$ cat config.mk
export PLATFORM = sky130hd
export DESIGN_NAME = gpio_irq_ctrl
export DESIGN_NICKNAME = d
export VERILOG_FILES = /design/src/rtl/gpio_irq_pkg.sv /design/src/rtl/gpio_sync.sv /design/src/rtl/gpio_irq_detect.sv /design/src/rtl/gpio_irq_ctrl.sv
export SDC_FILE = /design/constraint.sdc
export NUM_CORES = 1
export LEC_CHECK = 0
export BUFFER_PORTS_ARGS = -buffer_cell sky130_fd_sc_hd__buf_2
export CAP_MARGIN = 0
export CORE_AREA = 2 2 65 128
export DETAILED_ROUTE_END_ITERATION = 10
export DIE_AREA = 0 0 67 130
export GPL_ROUTABILITY_DRIVEN = 0
export PLACE_DENSITY = 0.88
export SKIP_LAST_GASP = 1
export SLEW_MARGIN = 20
export SYNTH_ARGS = -nofsm -noshare
export SYNTH_HDL_FRONTEND = slang
export SYNTH_SLANG_ARGS = --single-unit
$ cat constraint.sdc
create_clock -name clk -period 1.9 [get_ports clk]
set_input_delay 0.095 -clock clk [delete_from_list [all_inputs] [get_ports clk]]
set_output_delay 0.095 -clock clk [all_outputs]
set_load 0.05 [all_outputs]
$ cat src/rtl/gpio_irq_pkg.sv
package gpio_irq_pkg;
  localparam int ADDR_W = 6;
  localparam int DATA_W = 32;
  localparam logic [ADDR_W-1:0] OFS_DIR  = 6'h00;
  localparam logic [ADDR_W-1:0] OFS_IN   = 6'h04;
  localparam logic [ADDR_W-1:0] OFS_SET  = 6'h0C;
  localparam logic [ADDR_W-1:0] OFS_CLR  = 6'h10;
  localparam logic [ADDR_W-1:0] OFS_IEN  = 6'h14;
  localparam logic [ADDR_W-1:0] OFS_ITYP = 6'h18;
  localparam logic [ADDR_W-1:0] OFS_IPOL = 6'h1C;
  localparam logic [ADDR_W-1:0] OFS_IPND = 6'h20;
  localparam logic [ADDR_W-1:0] OFS_IMSK = 6'h24;
endpackage

$ cat src/rtl/gpio_sync.sv
module gpio_sync #(
  parameter int N = 8
) (
  input  logic         clk,
  input  logic         rst_n,
  input  logic [N-1:0] raw,
  output logic [N-1:0] now_q,
  output logic [N-1:0] prev_q
);
  logic [N-1:0] meta_q;

  always_ff @(posedge clk or negedge rst_n) begin
    if (!rst_n) begin
      meta_q <= '0;
      now_q  <= '0;
      prev_q <= '0;
    end else begin
      meta_q <= raw;
      now_q  <= meta_q;
      prev_q <= now_q;
    end
  end

  AST_SYNC_TWO_STAGE: assert property (@(posedge clk) disable iff (!rst_n)
    $past(rst_n) |=> (now_q == $past(meta_q)));
endmodule

$ cat src/rtl/gpio_irq_detect.sv
module gpio_irq_detect #(
  parameter int N = 8
) (
  input  logic         clk,
  input  logic         rst_n,
  input  logic [N-1:0] lvl,
  input  logic [N-1:0] lvl_d,
  input  logic [N-1:0] en,
  input  logic [N-1:0] msk,
  input  logic [N-1:0] typ,
  input  logic [N-1:0] pol,
  input  logic [N-1:0] clr,
  output logic [N-1:0] pend,
  output logic         irq
);
  logic [N-1:0] rise, fall, edge_hit, lvl_hit, pend_q, gated;
  logic         irq_q;

  function automatic logic [N-1:0] pick_edge(input logic [N-1:0] p,
                                             input logic [N-1:0] r,
                                             input logic [N-1:0] f);
    return (p & r) | (~p & f);
  endfunction

  function automatic logic [N-1:0] level_match(input logic [N-1:0] v,
                                               input logic [N-1:0] p);
    return ~(v ^ p);
  endfunction

  always_comb begin
    rise     = lvl & ~lvl_d;
    fall     = ~lvl & lvl_d;
    edge_hit = en & ~typ & pick_edge(pol, rise, fall);
    lvl_hit  = en & typ & level_match(lvl, pol);
    pend     = pend_q | lvl_hit;
    gated    = pend & en & msk;
  end

  always_ff @(posedge clk or negedge rst_n) begin
    if (!rst_n) begin
      pend_q <= '0;
      irq_q  <= 1'b0;
    end else begin
      pend_q <= ~typ & ((pend_q & ~clr) | edge_hit);
      irq_q  <= |gated;
    end
  end

  assign irq = irq_q;

  AST_EDGE_LATCHES: assert property (@(posedge clk) disable iff (!rst_n)
    (|edge_hit) |=> ((pend_q & $past(edge_hit)) == $past(edge_hit)));
  AST_CLEAR_DROPS: assert property (@(posedge clk) disable iff (!rst_n)
    (|(clr & ~edge_hit)) |=> ((pend_q & $past(clr & ~edge_hit)) == '0));
  AST_LEVEL_NO_STORE: assert property (@(posedge clk) disable iff (!rst_n)
    (|typ) |=> ((pend_q & $past(typ)) == '0));
  AST_IRQ_GATED: assert property (@(posedge clk) disable iff (!rst_n)
    irq_q |-> $past(|(pend & en & msk)));
  AST_IRQ_DELAY: assert property (@(posedge clk) disable iff (!rst_n)
    (|gated) |=> irq_q);
endmodule

$ cat src/rtl/gpio_irq_ctrl.sv
module gpio_irq_ctrl
  import gpio_irq_pkg::*;
#(
  parameter int NPINS  = 8,
  parameter bit OE_INV = 1'b0
) (
  input  logic              clk,
  input  logic              rst_n,
  input  logic              bus_sel,
  input  logic              bus_wr,
  input  logic [ADDR_W-1:0] bus_addr,
  input  logic [DATA_W-1:0] bus_wdata,
  output logic [DATA_W-1:0] bus_rdata,
  input  logic [NPINS-1:0]  pin_in,
  output logic [NPINS-1:0]  pin_out,
  output logic [NPINS-1:0]  pin_oe,
  output logic              irq
);
  localparam int N = NPINS;

  logic [N-1:0] dir_q, out_q, ien_q, ityp_q, ipol_q, imsk_q;
  logic [N-1:0] in_now, in_prev, pend, pend_clr;
  logic [N-1:0] wbits;
  logic         we, we_dir, we_set, we_clr, we_ien, we_ityp, we_ipol, we_ipnd, we_imsk;

  function automatic logic [N-1:0] latch_next(input logic [N-1:0] cur,
                                              input logic [N-1:0] s,
                                              input logic [N-1:0] c);
    return (cur | s) & ~c;
  endfunction

  function automatic logic [DATA_W-1:0] widen(input logic [N-1:0] v);
    return DATA_W'(v);
  endfunction

  assign wbits   = bus_wdata[N-1:0];
  assign we      = bus_sel & bus_wr;
  assign we_dir  = we && (bus_addr == OFS_DIR);
  assign we_set  = we && (bus_addr == OFS_SET);
  assign we_clr  = we && (bus_addr == OFS_CLR);
  assign we_ien  = we && (bus_addr == OFS_IEN);
  assign we_ityp = we && (bus_addr == OFS_ITYP);
  assign we_ipol = we && (bus_addr == OFS_IPOL);
  assign we_ipnd = we && (bus_addr == OFS_IPND);
  assign we_imsk = we && (bus_addr == OFS_IMSK);
  assign pend_clr = we_ipnd ? wbits : '0;

  always_ff @(posedge clk or negedge rst_n) begin
    if (!rst_n) begin
      dir_q  <= '0;
      out_q  <= '0;
      ien_q  <= '0;
      ityp_q <= '0;
      ipol_q <= '0;
      imsk_q <= '0;
    end else begin
      if (we_dir)  dir_q  <= wbits;
      if (we_set || we_clr)
        out_q <= latch_next(out_q, we_set ? wbits : '0, we_clr ? wbits : '0);
      if (we_ien)  ien_q  <= wbits;
      if (we_ityp) ityp_q <= wbits;
      if (we_ipol) ipol_q <= wbits;
      if (we_imsk) imsk_q <= wbits;
    end
  end

  gpio_sync #(.N(N)) u_sync (
    .clk   (clk),
    .rst_n (rst_n),
    .raw   (pin_in),
    .now_q (in_now),
    .prev_q(in_prev)
  );

  gpio_irq_detect #(.N(N)) u_det (
    .clk  (clk),
    .rst_n(rst_n),
    .lvl  (in_now),
    .lvl_d(in_prev),
    .en   (ien_q),
    .msk  (imsk_q),
    .typ  (ityp_q),
    .pol  (ipol_q),
    .clr  (pend_clr),
    .pend (pend),
    .irq  (irq)
  );

  generate
    if (OE_INV) begin : g_dir_inv
      assign pin_oe = ~dir_q;
    end else begin : g_dir_norm
      assign pin_oe = dir_q;
    end
  endgenerate

  assign pin_out = out_q;

  always_comb begin
    case (bus_addr)
      OFS_DIR:          bus_rdata = widen(dir_q);
      OFS_IN:           bus_rdata = widen(in_now);
      OFS_SET, OFS_CLR: bus_rdata = widen(out_q);
      OFS_IEN:          bus_rdata = widen(ien_q);
      OFS_ITYP:         bus_rdata = widen(ityp_q);
      OFS_IPOL:         bus_rdata = widen(ipol_q);
      OFS_IPND:         bus_rdata = widen(pend);
      OFS_IMSK:         bus_rdata = widen(imsk_q);
      default:          bus_rdata = '0;
    endcase
  end

  always_comb begin
    AST_UPPER_ZERO: assert ((bus_rdata >> N) == '0);
  end

  AST_SET_RAISES: assert property (@(posedge clk) disable iff (!rst_n)
    we_set |=> ((out_q & $past(wbits)) == $past(wbits)));
  AST_CLR_LOWERS: assert property (@(posedge clk) disable iff (!rst_n)
    we_clr |=> ((out_q & $past(wbits)) == '0));
  AST_LATCH_HOLDS: assert property (@(posedge clk) disable iff (!rst_n)
    !(we_set || we_clr) |=> $stable(out_q));
endmodule

* Yosys cells after proc, flatten, opt, wreduce, memory -nomap -nowiden
Cells that the tools add are included.
Widths: inputs -> output; s select.
** Storage, ports and cells
- Register bits after elaboration :: 81
- Bits in latches :: 0
- Memory bits (writable) :: 0
- Bits in read-only memories :: 0
- Input port bits :: 50
- Output and inout bits :: 49
- Memories kept :: 0
** Cells by class
- Add/subtract/negate cells :: 0
- $mul :: 0
- Div/mod/pow operators :: 0
- $lt $le $gt $ge :: 0
- Equality and inequality tests :: 8
- Shift-type cells :: 0
- Multiplexer cells :: 4
- Bitwise operators :: 26
- Reduce and logical (&&, ||, !) cells :: 12
** Operators with widths (count)
- $and 8x8->8 :: 13
- $pmux 8 s8 :: 1
- $not 8->8 :: 7
- $or 8x8->8 :: 4
- $eq 6x5->1 const B :: 4
- $mux 8 :: 3
- $eq 6x6->1 const B :: 2
- $logic_and 1x1->1 :: 8
- $reduce_or 8->1 :: 1
- $xor 8x8->8 :: 1
- $eq 6x3->1 const B :: 1
- $eq 6x4->1 const B :: 1
- $logic_not 6->1 :: 1
- $reduce_or 2->1 :: 1
- $and 1x1->1 :: 1
- $logic_or 1x1->1 :: 1

* Longest topological paths before layout
Gate-level depths: netlist (run 1).
- Depth after elaboration :: 7
- Gate-level depth with buffers :: 6
- Mapped depth without buffers :: 4

* By module
Synthesis (run 1) repeated with hierarchy kept, for this count alone.
** Second synthesis, totals
- Cells, all modules :: 332
- Area, all modules :: 3915.0 sq um
** Modules (own cells, without submodules)
- gpio_irq_ctrl :: instances 1, cells each 212, area each 2567.5 sq um, sequential area each 1201.2 sq um
- gpio_irq_detect :: instances 1, cells each 96, area each 747.0 sq um, sequential area each 225.2 sq um
- gpio_sync :: instances 1, cells each 24, area each 600.6 sq um, sequential area each 600.6 sq um

* Least setup slack after synthesis (run 1)
No wires, ideal clock.
- Path kind :: input -> output
- Start :: input bus_addr[5]
- End :: output bus_rdata[2]
- Arrival time :: 1.470 ns
- Setup slack :: 0.335 ns
- Stages :: 5
- Buffers on the path :: 1
- Cells stage by stage :: or3_4 > or3_1 > buf_2 > o2bb2ai_1 > a2111o_1
** On the way
- Cells in the longest elaborated chain, start to end :: 3
- Elaborated cells on any way between the ends :: 11
- Those cells by class :: eq/ne (8); mux (1); reduce/logical (2)
** RTL lines
- from (decl) :: line gpio_irq_ctrl.sv:11 : input logic [ADDR_W-1:0] bus_addr,
- $eq 6x4->1 or $eq 6x5->1 (tied branches) :: line gpio_irq_ctrl.sv:100 : case (bus_addr)
- $reduce_or 2->1 :: line gpio_irq_ctrl.sv:100
- $pmux 8 s8 (*) :: line gpio_irq_ctrl.sv:100
- to (decl) :: line gpio_irq_ctrl.sv:13 : output logic [DATA_W-1:0] bus_rdata,
Every way passes the cells marked *; elsewhere a longest branch is shown, timed or not.

* Final worst setup path (run 1)
- Start :: register ipol_q[6]
- End :: output bus_rdata[6]
** On the way
- Cells in the longest elaborated chain, start to end :: 5
** RTL lines
- from (decl) :: line gpio_irq_ctrl.sv:21 : logic [N-1:0] dir_q, out_q, ien_q, ityp_q, ipol_q, imsk_q;
- from (signal assigned) :: line gpio_irq_ctrl.sv:62 : if (we_ipol) ipol_q <= wbits;
- $xor 8x8->8 :: line gpio_irq_detect.sv:27 : return ~(v ^ p);
- $not 8->8 :: line gpio_irq_detect.sv:27
- $and 8x8->8 :: line gpio_irq_detect.sv:34 : lvl_hit = en & typ & level_match(lvl, pol);
- $or 8x8->8 :: line gpio_irq_detect.sv:35 : pend = pend_q | lvl_hit;
- $pmux 8 s8 (*) :: line gpio_irq_ctrl.sv:100
Marked as above.

==> flow_metrics.env, run 1 <==
export IMPL_die_y_um=130
export IMPL_synthToLayoutAreaGrowth_pct=21.72
export IMPL_post_route_util_pct=61.89
export IMPL_status="complete, no violations"
export IMPL_synth_cell_types=40
export IMPL_rsz0062_at_grt="yes"
export IMPL_timing_slew_headroom_pct=59.72
export IMPL_place_area_um2=4436
export IMPL_synth_edf_count=0
export IMPL_start_util_pct=50.85
export IMPL_min_path_type="in -> reg"
export IMPL_grt_max_degree=43
export IMPL_clk_pin_slew_ns=0.05
export IMPL_num_vias=3042
export IMPL_finalNetCount=466
export IMPL_synth_top_area_share_pct=50.93
export IMPL_root_buffer="clkbuf_16"
export IMPL_drive_gt1_share_pct=36.36
export IMPL_critPathMaxFanout=5
export IMPL_ys_top_cells_by_count="dfrtp_1, mux2_2, buf_4"
export IMPL_netlist_area_um2=3980
export IMPL_yosys_area_top_type="dfrtp_1"
export IMPL_grt_use_total_pct=22.71
export IMPL_initialDrtViolationCount=443
export IMPL_skew_ns=0.005296
export IMPL_cap_violations=0
export IMPL_holdPathStages=2
export IMPL_timing_final_crit_share_pct=97.25
export IMPL_ys_seq_area_share_pct=50.93
export IMPL_crit_arrival_ns=1.75
export IMPL_ir_drop_uv=908.5
export IMPL_final_area_um2=4845
export IMPL_post_place_ws_ns=0.06541
export IMPL_fmax_ghz=0.5412
export IMPL_io_buffer_count=50
export IMPL_first_pass_iters=5
export IMPL_min_to="pin_out[4]$_DFFE_PN0P_"
export IMPL_synth_flop_cell="dfrtp_1"
export IMPL_worst_slack_ns=0.05232
export IMPL_drv_slew=0
export IMPL_start_kind="register"
export IMPL_grt_pass1_vias=2857
export IMPL_postSynthCellCount=329
export IMPL_yosysWarningCount=0
export IMPL_hold_viol=0
export IMPL_required_ns=1.80
export IMPL_h_tree_depth=3
export IMPL_synth_most_common_cell="dfrtp_1"
export IMPL_leakagePower_uw=0.002387
export IMPL_num_antenna_cells=0
export IMPL_holdWs_ns=0.03768
export IMPL_die_w_um=67
export IMPL_pin_count=99
export IMPL_synth_area_leaders="dfrtp_1, mux2_2, buf_4, a22oi_1, mux2_4"
export IMPL_setup_viol=0
export IMPL_period_minus_slack_ns=1.848
export IMPL_antenna_left=0
export IMPL_cts_max_path_buffers=2
export IMPL_synth_async_reset_ratio_pct=100.0
export IMPL_rows=46
export IMPL_clk_latency_ns=0.33
export IMPL_grt_pass1_wl_um=14570
export IMPL_antenna_found_initial=0
export IMPL_reg2reg_to="u_det.irq$_DFF_PN0_"
export IMPL_r2r_worst_path_cells=5
export IMPL_worstSetupPathType="reg -> out"
export IMPL_stdcell_count=514
export IMPL_hold_start="bus_wdata[4]"
export IMPL_powerDensity_nw_per_um2=880.4
export IMPL_avgSynthCellArea_um2=12.10
export IMPL_dieArea_um2=8710
export IMPL_r2r_start="ipol_q[5]$_DFFE_PN0P_"
export IMPL_remaining_drc_errors=0
export IMPL_cts_sinks=81
export IMPL_wl_um=9319
export IMPL_cts_buffers=9
export IMPL_worst_setup_path_end_kind="primary output"
export IMPL_synth_seq_cells=81
export IMPL_grt_overflow=0
export IMPL_r2r_slack_ns=0.26
export IMPL_placed_cells=490
export IMPL_cts_tree="yes"
export IMPL_coreArea_um2=7828
export IMPL_wl_per_cell_um=18.13
export IMPL_viasPerCell=5.918
export IMPL_worst_pin_slew_ns=0.5996
export IMPL_place_detailed_hpwl_um=6593
placed cells by master, fill, tap and decap left out, types with 2 or more instances in the layout:
cell type	n
dlygate4sd3_1	9
buf_2	41
buf_12	3
conb_1	24
mux2_2	40
a211o_1	6
nand2_1	15
a22oi_1	14
buf_4	28
a31oi_1	10
and2_1	3
mux2_4	8
clkbuf_1	2
o22ai_1	12
a22oi_2	2
nand2b_1	6
or3_1	2
a2111o_1	2
xnor2_1	6
and3_1	6
nand4_1	14
buf_6	5
or2_2	3
nor2_1	12
clkbuf_16	9
nor3b_4	2
o21a_1	2
mux2i_1	10
dfrtp_1	81
o2bb2ai_1	8
a21oi_1	18
layer usage:
metal	vias up	track usage [%]	wire length [µm]
met3	31	5.862	712
met4	0	8.043	246
met1	1481	30.43	3746
li1	1366	-	-
met5	-	0	0
met2	164	35.47	4613
power by group:
part,internal [µW],total (µW),leakage [µW],switching (µW)
clock,895,1490,0.000124,599
sequential,1890,2040,0.00105,152
combinational,268,730,0.00121,462
layout make-up:
class / instances / area, µm²
multi-input cells: 238 / 1824
clock inverters: 1 / 5.005
clock buffers: 12 / 246.5
repair buffers: 86 / 621.8
flip-flops and latches: 81 / 2027
well taps: 96 / 120.1
fillers: 617 / 2983
per-stage QoR:
stage | setup TNS, ns | total power, µW
floorplan | 0 | 2565
global placement | 0 | 2734
detailed placement | 0 | 2766
CTS | 0 | 4281
global route | -0.03338 | 4449
finish | 0 | 4265
worst max-delay path, cell delays in order (launching register included):
cell and delay (ns):
dfrtp_1 0.42, mux2_2 0.28, a22oi_1 0.19, o22ai_1 0.10
a211o_1 0.24, buf_4 0.19
state kept, by name (all words and copies together), names as in the netlist:
register / count
ien_q: 8
ipol_q: 8
pin_out: 8
u_det.pend_q: 8
u_sync.meta_q: 8
imsk_q: 8
u_sync.now_q: 8
u_sync.prev_q: 8
pin_oe: 8
u_det.irq: 1
ityp_q: 8
kinds of logic (layout without fill, tap and decap cells):
group                     count (synthesis)  count (layout)  share of synthesized area [%]
AOI/OAI and AO/OA                        77              77                          13.36
and+or+nand+nor                          73              73                          11.69
other                                     1              24                        0.09422
muxes                                    58              58                          16.85
buffers and inverters                    33              99                          5.753
DFF                                      81              81                          50.93
xor gates and xnor gates                  6               6                          1.320
worst max-delay path by stage:
| stage | start | endpoint |
|---|---|---|
| CTS | ipol_q[1]$_DFFE_PN0P_ | bus_rdata[1] |
| finish | ipol_q[6]$_DFFE_PN0P_ | bus_rdata[6] |
| floorplan | bus_addr[5] | bus_rdata[2] |
| detailed placement | bus_addr[5] | bus_rdata[5] |
| global route | ipol_q[3]$_DFFE_PN0P_ | bus_rdata[3] |
| global placement | bus_addr[5] | bus_rdata[4] |
repair_timing:
item                                   CTS  global route
hold buffers                             9             0
resized for setup                        3            18
setup buffers                            0             2
setup endpoints to repair                3             8
endpoints found under the hold margin   48             0
pin swaps                                0             2
No activity file was read; power rests on OpenSTA's default activity.
==> run 2: changes to the inputs <==
REMOVE_ABC_BUFFERS = 1   (was not set)
==> flow_metrics.env, run 2 (same netlist as run 1, synthesis figures left out) <==
export IMPL_grt_use_total_pct=25.11
export IMPL_finalNetCount=471
export IMPL_leakagePower_uw=0.002457
export IMPL_grt_pass1_wl_um=16100
export IMPL_r2r_start="ityp_q[1]$_DFFE_PN0P_"
export IMPL_endpoint="bus_rdata[0]"
export IMPL_ir_drop_uv=608.5
export IMPL_mostFrequentLayoutCells="dfrtp_1, buf_2, mux2_2, buf_4, conb_1"
export IMPL_remaining_drc_errors=0
export IMPL_drive_gt1_share_pct=39.91
export IMPL_wl_um=10320
export IMPL_timing_final_crit_share_pct=97.97
export IMPL_synthToLayoutAreaGrowth_pct=25.72
export IMPL_coreArea_um2=7828
export IMPL_r2r_slack_ns=0.24
export IMPL_cts_sinks=81
export IMPL_root_buffer="clkbuf_16"
export IMPL_crit_arrival_ns=1.77
export IMPL_place_detailed_hpwl_um=6742
export IMPL_dieArea_um2=8710
export IMPL_worstSetupPathType="reg -> out"
export IMPL_post_place_ws_ns=0.07093
export IMPL_min_path_type="in -> reg"
export IMPL_crit_path_cell_trace="mux2_4, a22oi_2, o22ai_2, a211o_1, buf_6"
export IMPL_critPathMaxFanout=5
export IMPL_fillers=579
export IMPL_powerDensity_nw_per_um2=937.7
export IMPL_grt_overflow=0
export IMPL_status="complete, no violations"
export IMPL_setup_viol=0
export IMPL_antenna_found_initial=0
export IMPL_grt_max_degree=53
export IMPL_required_ns=1.80
export IMPL_regArea_um2=2027
export IMPL_initialDrtViolationCount=252
export IMPL_viasPerCell=5.966
export IMPL_cts_tree="yes"
export IMPL_r2r_worst_path_cells=5
export IMPL_layout_commonest_cell="dfrtp_1"
export IMPL_cts_max_path_buffers=2
export IMPL_rows=46
export IMPL_num_vias=3114
export IMPL_cts_buffers=9
export IMPL_worst_slack_ns=0.03857
export IMPL_die_y_um=130
export IMPL_multiInputGateArea_um2=1877
export IMPL_pin_count=99
export IMPL_start_util_pct=50.85
export IMPL_wl_per_cell_um=19.77
export IMPL_fmax_ghz=0.5372
export IMPL_period_minus_slack_ns=1.861
export IMPL_hold_viol=0
export IMPL_drv_slew=0
export IMPL_path_buf_inv=1
export IMPL_worst_setup_path_end_kind="primary output"
export IMPL_start_kind="register"
export IMPL_placed_cells=489
export IMPL_clk_latency_ns=0.34
export IMPL_h_tree_depth=3
export IMPL_grt_pass1_vias=3109
export IMPL_cap_violations=0
export IMPL_first_pass_iters=5
export IMPL_critPathTopFamily="compound AO/OA/AOI/OAI gates"
export IMPL_crit_slowest_cell="dfrtp_1"
export IMPL_reg2reg_to="u_det.irq$_DFF_PN0_"
export IMPL_stdcell_count=522
export IMPL_cp_depth=5
export IMPL_startpoint="ityp_q[0]$_DFFE_PN0P_"
export IMPL_slowest_delay_ns=0.43
export IMPL_num_antenna_cells=0
export IMPL_rsz0062_at_grt="yes"
export IMPL_antenna_left=0
export IMPL_skew_ns=0.004776
export IMPL_io_buffer_count=50
export IMPL_clk_pin_slew_ns=0.06
export IMPL_die_w_um=67
-- run 2: changes by cell type in the layout (fill, tap and decap cells not counted), sizes merged --
cell    delta
buf        +5
bufinv     +2
clkbuf     -1
clkinv     +2
-- run 2: power breakdown --
part | total [µW] | internal [µW] | switching (µW)
logic | 773 | 289 | 484
registers | 2050 | 1890 | 166
clock network | 1870 | 1180 | 683
-- run 2: worst min-delay path by stage --
stage | start | to | cells after the start | slack (ns)
3_3_place_gp | rst_n | u_sync.prev_q[0]$_DFF_PN0_ | 1 | 0.04
5_1_grt | bus_wdata[4] | pin_out[4]$_DFFE_PN0P_ | 2 | 0.03
4_1_cts | bus_wdata[4] | pin_out[4]$_DFFE_PN0P_ | 2 | 0.02
6_report | bus_wdata[4] | pin_out[4]$_DFFE_PN0P_ | 2 | 0.02
3_5_place_dp | rst_n | u_sync.prev_q[0]$_DFF_PN0_ | 1 | 0.05
2_1_floorplan | rst_n | ien_q[0]$_DFFE_PN0P_ | 0 | -0.20
-- run 2: repair_timing --
item                                    in CTS  in global routing
endpoints found under the hold margin       37                  0
resized for setup                            7                 25
pin swaps                                    1                  4
hold buffers                                 9                  0
endpoints found under the setup margin       5                  8
setup buffers                                2                  6
-- run 2: metrics by stage --
stage                     hold WS (ns)  cell area [µm²]  total power [µW]   TNS (ns)  utilization, %
after global placement         0.03973             4415              2730          0           56.41
after floorplan                -0.2006             3837              2511          0               -
after detailed placement       0.05221             4415              2762          0           56.41
after global routing           0.03492             5004              4862   -0.03993           63.92
after CTS                      0.01646             4863              4648  -0.007029           62.13
final                          0.01684             5004              4692          0           63.92
-- run 2: area by class of cell --
type,instances,share of cell area [%]
clock buffers,11,4.851
clock inverters,5,1.575
multi-input cells,238,37.51
flip-flops and latches,81,40.51
well taps,96,2.401
repair buffers,91,13.15
-- run 2: layer usage --
layer	GRT usage, %	wire [µm]	vias up
met4	13.69	453	0
met2	38.79	5201	182
met3	7.069	755	43
met1	31.37	3910	1512
li1	-	-	1377
met5	0	0	-
